**src/rtl/nibstack_pkg.sv**
```systemverilog
package nibstack_pkg;
  localparam int SP_W    = 8;
  localparam int NIB_W   = 4;
  localparam int PC_W    = 15;
  localparam int PSW_W   = 8;
  localparam int FRAME_W = 1 + PC_W + PSW_W;   // padded PC plus status word
  localparam int CNT_W   = 3;

  typedef enum logic [2:0] {
    OP_NONE, OP_CALL, OP_INT, OP_RET, OP_RETI, OP_PSB, OP_POPSB
  } op_e;

  typedef struct packed {
    logic int_r;
    logic call_r;
    logic reti_r;
    logic ret_r;
    logic psb_r;
    logic popsb_r;
  } req_t;

  // fixed priority among simultaneous strobes
  function automatic op_e pick_op(req_t r);
    if (r.int_r)        return OP_INT;
    else if (r.call_r)  return OP_CALL;
    else if (r.reti_r)  return OP_RETI;
    else if (r.ret_r)   return OP_RET;
    else if (r.psb_r)   return OP_PSB;
    else if (r.popsb_r) return OP_POPSB;
    return OP_NONE;
  endfunction

  function automatic logic op_push(op_e o);
    return (o == OP_CALL) || (o == OP_INT) || (o == OP_PSB);
  endfunction

  function automatic logic [CNT_W-1:0] op_len(op_e o);
    case (o)
      OP_CALL, OP_RET:   return CNT_W'(4);
      OP_INT, OP_RETI:   return CNT_W'(6);
      OP_PSB, OP_POPSB:  return CNT_W'(2);
      default:           return CNT_W'(1);
    endcase
  endfunction

  // push: pre-decrement below the pointer; pop: upward from the pointer
  function automatic logic [SP_W-1:0] nib_addr(op_e o, logic [SP_W-1:0] sp,
                                               logic [CNT_W-1:0] idx);
    if (op_push(o)) return sp - SP_W'(1) - SP_W'(idx);
    return sp + SP_W'(idx);
  endfunction

  function automatic logic [SP_W-1:0] sp_after(op_e o, logic [SP_W-1:0] sp);
    if (op_push(o)) return sp - SP_W'(op_len(o));
    return sp + SP_W'(op_len(o));
  endfunction
endpackage

```
**src/rtl/nibstack_ptr.sv**
```systemverilog
module nibstack_ptr
  import nibstack_pkg::*;
(
  input  logic            clk,
  input  logic            rst_n,
  input  logic            wr_en,
  input  logic [SP_W-1:0] wr_val,
  input  logic            step_en,
  input  logic [SP_W-1:0] step_val,
  output logic [SP_W-1:0] sp
);
  logic [SP_W-1:1] sp_q;

  always_ff @(posedge clk or negedge rst_n) begin
    if (!rst_n)       sp_q <= '0;
    else if (step_en) sp_q <= step_val[SP_W-1:1];
    else if (wr_en)   sp_q <= wr_val[SP_W-1:1];
  end

  assign sp = {sp_q, 1'b0};
endmodule

```
**src/rtl/nibstack_seq.sv**
```systemverilog
module nibstack_seq
  import nibstack_pkg::*;
(
  input  logic             clk,
  input  logic             rst_n,
  input  req_t             req,
  input  logic [SP_W-1:0]  sp,
  input  logic [PC_W-1:0]  pc_in,
  input  logic [PSW_W-1:0] psw_in,
  input  logic [NIB_W-1:0] smb_in,
  input  logic [NIB_W-1:0] srb_in,
  output logic             busy,
  output op_e              op,
  output logic             ram_we,
  output logic             ram_re,
  output logic [SP_W-1:0]  nib_loc,
  output logic [NIB_W-1:0] wdata,
  output logic             seq_done,
  output logic [SP_W-1:0]  sp_next
);
  op_e                picked;
  op_e                op_q;
  logic [CNT_W-1:0]   idx_q;
  logic [FRAME_W-1:0] frame_q;
  logic               last_nib;
  logic               accept;

  assign picked   = pick_op(req);
  assign busy     = (op_q != OP_NONE);
  assign accept   = !busy && (picked != OP_NONE);
  assign last_nib = (idx_q == op_len(op_q) - CNT_W'(1));
  assign op       = op_q;

  always_ff @(posedge clk or negedge rst_n) begin
    if (!rst_n) begin
      op_q    <= OP_NONE;
      idx_q   <= '0;
      frame_q <= '0;
    end else if (accept) begin
      op_q  <= picked;
      idx_q <= '0;
      if (picked == OP_PSB) frame_q <= {smb_in, srb_in, {(FRAME_W-2*NIB_W){1'b0}}};
      else                  frame_q <= {1'b0, pc_in, psw_in};
    end else if (busy) begin
      frame_q <= frame_q << NIB_W;
      if (last_nib) op_q  <= OP_NONE;
      else          idx_q <= idx_q + CNT_W'(1);
    end
  end

  assign ram_we   = busy && op_push(op_q);
  assign ram_re   = busy && !op_push(op_q);
  assign nib_loc  = nib_addr(op_q, sp, idx_q);
  assign wdata    = frame_q[FRAME_W-1 -: NIB_W];
  assign seq_done = busy && last_nib;
  assign sp_next  = sp_after(op_q, sp);

  AST_IDLE_QUIET: assert property (@(posedge clk) disable iff (!rst_n)
    !busy |-> (!ram_we && !ram_re));
  AST_PUSH_STEP: assert property (@(posedge clk) disable iff (!rst_n)
    (ram_we && $past(ram_we)) |-> (nib_loc == $past(nib_loc) - SP_W'(1)));
  AST_POP_STEP: assert property (@(posedge clk) disable iff (!rst_n)
    (ram_re && $past(ram_re)) |-> (nib_loc == $past(nib_loc) + SP_W'(1)));
endmodule

```
**src/rtl/nibstack_unpack.sv**
```systemverilog
module nibstack_unpack
  import nibstack_pkg::*;
(
  input  logic             clk,
  input  logic             rst_n,
  input  logic             rd_en,
  input  logic [NIB_W-1:0] rdata,
  input  logic             done,
  input  op_e              op,
  output logic [PC_W-1:0]  pc_out,
  output logic [PSW_W-1:0] psw_out,
  output logic [NIB_W-1:0] smb_out,
  output logic [NIB_W-1:0] srb_out,
  output logic             pc_load,
  output logic             psw_load,
  output logic             sb_load
);
  logic [FRAME_W-1:0] acc_q;
  logic [FRAME_W-1:0] acc_nxt;

  // nibbles arrive lowest first; each new one enters at the top
  assign acc_nxt = {rdata, acc_q[FRAME_W-1:NIB_W]};

  always_ff @(posedge clk or negedge rst_n) begin
    if (!rst_n) begin
      acc_q    <= '0;
      pc_out   <= '0;
      psw_out  <= '0;
      smb_out  <= '0;
      srb_out  <= '0;
      pc_load  <= 1'b0;
      psw_load <= 1'b0;
      sb_load  <= 1'b0;
    end else begin
      pc_load  <= 1'b0;
      psw_load <= 1'b0;
      sb_load  <= 1'b0;
      if (rd_en) acc_q <= acc_nxt;
      if (done && rd_en) begin
        case (op)
          OP_RET: begin
            pc_out  <= acc_nxt[FRAME_W-2 -: PC_W];
            pc_load <= 1'b1;
          end
          OP_RETI: begin
            pc_out   <= acc_nxt[FRAME_W-2 -: PC_W];
            psw_out  <= acc_nxt[PSW_W-1:0];
            pc_load  <= 1'b1;
            psw_load <= 1'b1;
          end
          OP_POPSB: begin
            smb_out <= acc_nxt[FRAME_W-1 -: NIB_W];
            srb_out <= acc_nxt[FRAME_W-NIB_W-1 -: NIB_W];
            sb_load <= 1'b1;
          end
          default: ;
        endcase
      end
    end
  end

  AST_LOAD_FOLLOWS_DONE: assert property (@(posedge clk) disable iff (!rst_n)
    (pc_load || sb_load) |-> $past(done));
  AST_LOAD_EXCL: assert property (@(posedge clk) disable iff (!rst_n)
    $onehot0({pc_load, sb_load}));
  AST_PSW_WITH_PC: assert property (@(posedge clk) disable iff (!rst_n)
    psw_load |-> pc_load);
endmodule

```
**src/rtl/nibstack_engine.sv**
```systemverilog
module nibstack_engine
  import nibstack_pkg::*;
#(
  parameter int BANK_W     = 4,
  parameter int STACK_BANK = 0
) (
  input  logic                 clk,
  input  logic                 rst_n,
  input  logic                 sp_wr_en,
  input  logic [7:0]           sp_wr_data,
  output logic [7:0]           sp_rd_data,
  input  logic                 int_req,
  input  logic                 call_req,
  input  logic                 reti_req,
  input  logic                 ret_req,
  input  logic                 push_sb_req,
  input  logic                 pop_sb_req,
  input  logic [14:0]          pc_in,
  input  logic [7:0]           psw_in,
  input  logic [3:0]           smb_in,
  input  logic [3:0]           srb_in,
  output logic                 busy,
  output logic                 ram_we,
  output logic                 ram_re,
  output logic [11:0]          ram_addr,
  output logic [3:0]           ram_wdata,
  input  logic [3:0]           ram_rdata,
  output logic [14:0]          pc_out,
  output logic [7:0]           psw_out,
  output logic [3:0]           smb_out,
  output logic [3:0]           srb_out,
  output logic                 pc_load,
  output logic                 psw_load,
  output logic                 sb_load
);
  localparam int ADDR_W = BANK_W + SP_W;
  localparam logic [BANK_W-1:0] BANK_SEL = BANK_W'(STACK_BANK);

  req_t            req;
  op_e             cur_op;
  logic [SP_W-1:0] sp;
  logic [SP_W-1:0] nib_loc;
  logic [SP_W-1:0] sp_next;
  logic            seq_done;
  logic            sp_wr_ok;
  logic [ADDR_W-1:0] full_addr;

  assign req      = '{int_r: int_req, call_r: call_req, reti_r: reti_req,
                      ret_r: ret_req, psb_r: push_sb_req, popsb_r: pop_sb_req};
  assign sp_wr_ok = sp_wr_en && !busy && (req == '0);

  nibstack_ptr u_ptr (
    .clk(clk), .rst_n(rst_n),
    .wr_en(sp_wr_ok), .wr_val(sp_wr_data),
    .step_en(seq_done), .step_val(sp_next),
    .sp(sp)
  );

  nibstack_seq u_seq (
    .clk(clk), .rst_n(rst_n), .req(req), .sp(sp),
    .pc_in(pc_in), .psw_in(psw_in), .smb_in(smb_in), .srb_in(srb_in),
    .busy(busy), .op(cur_op), .ram_we(ram_we), .ram_re(ram_re),
    .nib_loc(nib_loc), .wdata(ram_wdata), .seq_done(seq_done),
    .sp_next(sp_next)
  );

  nibstack_unpack u_unpack (
    .clk(clk), .rst_n(rst_n), .rd_en(ram_re), .rdata(ram_rdata),
    .done(seq_done), .op(cur_op),
    .pc_out(pc_out), .psw_out(psw_out), .smb_out(smb_out), .srb_out(srb_out),
    .pc_load(pc_load), .psw_load(psw_load), .sb_load(sb_load)
  );

  assign full_addr  = {BANK_SEL, nib_loc};
  assign ram_addr   = full_addr;
  assign sp_rd_data = sp;

  AST_SP_ONLY_ON_EVENT: assert property (@(posedge clk) disable iff (!rst_n)
    !$stable(sp_rd_data) |-> $past(sp_wr_ok || seq_done));
  AST_SP_FROZEN_BUSY: assert property (@(posedge clk) disable iff (!rst_n)
    (busy && $past(busy) && !$past(seq_done)) |-> $stable(sp_rd_data));
  AST_SP_EVEN_STEP: assert property (@(posedge clk) disable iff (!rst_n)
    $past(seq_done) |-> (sp_rd_data[0] == 1'b0));
endmodule

```
**config.mk**
```make
export PLATFORM = sky130hd
export DESIGN_NAME = nibstack_engine
export DESIGN_NICKNAME = d
export VERILOG_FILES = /design/src/rtl/nibstack_pkg.sv /design/src/rtl/nibstack_ptr.sv /design/src/rtl/nibstack_seq.sv /design/src/rtl/nibstack_unpack.sv /design/src/rtl/nibstack_engine.sv
export SDC_FILE = /design/constraint.sdc
export NUM_CORES = 1
export LEC_CHECK = 0
export CORE_AREA = 2 2 107 88
export DETAILED_ROUTE_END_ITERATION = 10
export DIE_AREA = 0 0 109 90
export DONT_BUFFER_PORTS = 1
export HOLD_SLACK_MARGIN = 0.12
export PLACE_DENSITY_LB_ADDON = 0.08
export REMOVE_ABC_BUFFERS = 1
export SETUP_SLACK_MARGIN = 0.4
export SLEW_MARGIN = 20
export SYNTH_ARGS = -nofsm -noshare
export SYNTH_HDL_FRONTEND = slang
export SYNTH_SLANG_ARGS = --single-unit
```
**constraint.sdc**
```tcl
create_clock -name clk -period 3.9 [get_ports clk]
set_input_delay 0.39 -clock clk [delete_from_list [all_inputs] [get_ports clk]]
set_output_delay 0.39 -clock clk [all_outputs]
set_load 0.01 [all_outputs]
```
==> results.txt <==
Total power = 4.40 mW
Sw Ratio = 41.8%
Worst-case vdd ir drop = 0.329 mV
Startpoint class of the critical path = flip-flop
Final hold vios = 0
Tightest Pin Transition = 831 ps
TritonCTS clock tree = done
Placed cell area = 4700 um^2
Setup tns final = 0 ps
All-Layer GR Usage = 20.7%
Die X = 109 um
# rows = 31
Vias = 3,111
Crit share post-route = 76.6%
CP cell instances = nor3_2 -> buf_4 -> inv_2 -> nand2_1 -> ha_1 -> a21o_1 -> a41oi_1 -> a41oi_1 -> mux2_4 -> a221o_1
Crit end category = flip-flop
Synth-to-Final Area Change = 5.18%
Clock-pin transition on the worst setup and hold timing paths = 110 ps
Routed Wire Length = 9.51 mm
Die extent in y = 90 um
Die ar. = 9810 um^2
Clock group share of total power = 14.9%
Dpl cells = 521
Pleak = 2.36 nW
Synth Register Bits = 91
CP dominant cell by count = a41oi_1
Skew-Pair Late Insertion Delay = 350 ps
Via density = 5.76
Net count reported at finish = 485
Final setup fails = 0
Root Buffer Master = clkbuf_8
Commonest non-fill, non-tap cell in the layout = dfrtp_1
CP top delay family = compound AO/OA/AOI/OAI gates
Total gr overflow = 0
Fillers = 751
Crit Path Class = reg -> reg
CP max stage delay = 590 ps
RSZ-0062 raised after global routing = no
Input/output buffers = 0
Pint = 2.56 mW
Initial Utilization = 53.5%
Boundary Pins = 113
Arrival time worst endpoint = 3240 ps
Non-filler cells, final = 540
Synth async-reset ratio = 100%
Core region area = 8800 um^2
Seq/Total Area, Yosys = 48.4%
Setup bufs post-CTS = 0
Dpl hpwl = 6.44 mm
Post-Layout Inst Area = 4950 um^2
Clk_skew = 18.9 ps
Comb pwr share = 42.0%
Mapped Cells = 434
Pin count of the biggest net entering global routing = 92
Flop pwr share = 43.1%
Top_reg_cell synth = dfrtp_1
CTS Buffer Depth = 2
# clock sinks = 91
Relative slew slack = 44.5%
Netlist cell types = 62
CP max stage cell = dfrtp_1
FMAX = 0.335 GHz
Cell Area, Synth = 4710 um^2
# DRC = 0
Ant diodes = 0
Most frequent cells in the layout = 91 x dfrtp_1, 46 x nor2_1, 37 x nand2_1
Post-route minimum period = 2990 ps
Critical path peak fanout = 20
TritonCTS Buffers = 9
Slew Viols, Final = 0
Share of cells above drive strength 1 = 17.6%
Gpl congestion = 0.846
DR iter-0 viols = 165
Sw power = 1.84 mW
Synth Warn # = 0
Avg Inst Size Synth = 10.8 um^2
Max_cap viols = 0
Worst path required time = 4150 ps
Run status = finished, final reports clean
Post-DR wirelength/cell = 17.6 um
H-Tree Depth = 3
Worst Hold Class = in -> reg
First-pass GRT wire length = 16.1 mm
PD cells = 890 nW/um^2
First-pass DRT Iterations = 4
Worst Path Buf+Inv = 2
DRT antenna net count = 0
Initial antenna violation count = 0
Core Util, Final = 56.2%
Number of global-route vias before repair = 3,144
Post-synth EDFFs = 0
area by class of cell:
class	instances	area (um^2)	share of cell area [%]
Tap cell	115	144	2.91
Inverter	21	78.8	1.59
Clock inverter	6	71.3	1.44
Clock buffer	10	128	2.58
Timing Repair Buffer	8	85.1	1.72
Multi-Input combinational cell	289	2170	43.8
Sequential cell	91	2280	46.0
cell families after synthesis:
kind of cell	after synthesis	synth area share, %
buf+inv	58	6.11
fa+ha+maj	13	4.09
other cells	1	0.0797
flops	91	48.4
mux	61	15.0
compound gates	81	13.1
xor+xnor	9	1.67
simple gates	120	11.6
final timing paths:
path | from | end | slack, ps | depth (start not counted)
max | u_seq.op[1]$_DFFE_PN0P_ | u_ptr.sp_q[7]$_DFFE_PN0P_ | 910 | 10
min | ram_rdata[0] | u_unpack.smb_out[0]$_DFFE_PN0P_ | 150 | 2
max reg2reg | u_seq.op[1]$_DFFE_PN0P_ | u_ptr.sp_q[7]$_DFFE_PN0P_ | 910 | 10
min reg2reg | u_seq.frame_q[17]$_DFFE_PN0P_ | u_seq.frame_q[21]$_DFFE_PN0P_ | 480 | 1
max in group asynchronous | rst_n | u_seq.op[2]$_DFFE_PN0P_ | 2900 | 2
min in group asynchronous | rst_n | u_ptr.sp_q[5]$_DFFE_PN0P_ | 590 | 2
timing repair:
item | in CTS | in global routing
hold buffers | 3 | 0
resized for setup | 0 | 0
hold endpoints to repair | 92 | 0
endpoints found under the setup margin | 0 | 0
power groups by stage:
stage          sequential (mW)  combinational, mW  clock, mW
2_1_floorplan             1.78               1.51          0
3_3_place_gp              1.91               1.78          0
5_1_grt                   1.98               2.09      0.718
6_report                  1.90               1.85      0.655
4_1_cts                   1.91               1.87      0.680
3_5_place_dp              1.93               1.83          0
per-layer routing:
metal	up-vias	track usage [%]	share of wire, %
li1	1482	-	-
met1	1542	28.6	44
met2	79	31.3	48
met3	8	7.32	6.7
met4	0	4.81	0.86
met5	-	0	0
synth_stat cells, types with 3 or more instances:
master / number / area [um^2]
mux2i_1: 16 / 160
a221oi_1: 12 / 105
a22oi_1: 4 / 30.0
xor2_1: 3 / 26.3
a21o_1: 12 / 90.1
a31oi_1: 4 / 25.0
xnor2_1: 6 / 52.6
nor3_1: 10 / 50.1
o21ai_0: 6 / 30.0
buf_4: 12 / 90.1
clkbuf_1: 14 / 52.6
a211oi_1: 9 / 67.6
ha_1: 9 / 113
inv_1: 19 / 71.3
a21oi_1: 9 / 45.0
nor2_1: 46 / 173
mux2_4: 10 / 150
nor4_1: 4 / 25.0
buf_2: 8 / 40.0
mux2_2: 35 / 394
o21a_1: 4 / 30.0
dfrtp_1: 91 / 2280
fa_1: 4 / 80.1
nand2_1: 37 / 139
nand2b_1: 3 / 18.8
flip-flops by register name (all words and copies together) (netlist names):
register           flops
u_ptr.sp_q             7
u_unpack.smb_out       4
u_seq.op               3
u_unpack.acc_q        20
u_unpack.sb_load       1
u_seq.frame_q         24
u_unpack.pc_load       1
u_unpack.psw_out       8
u_unpack.pc_out       15
u_unpack.psw_load      1
u_seq.idx_q            3
u_unpack.srb_out       4
through the flow:
stage / setup slack, ps / hold slack [ps]
floorplan: 524 / 94.4
global placement: 981 / 96.7
detailed placement: 953 / 96.8
CTS: 919 / 127
global route: 675 / 133
finish: 914 / 151
No activity file was read; power rests on OpenSTA's default activity.
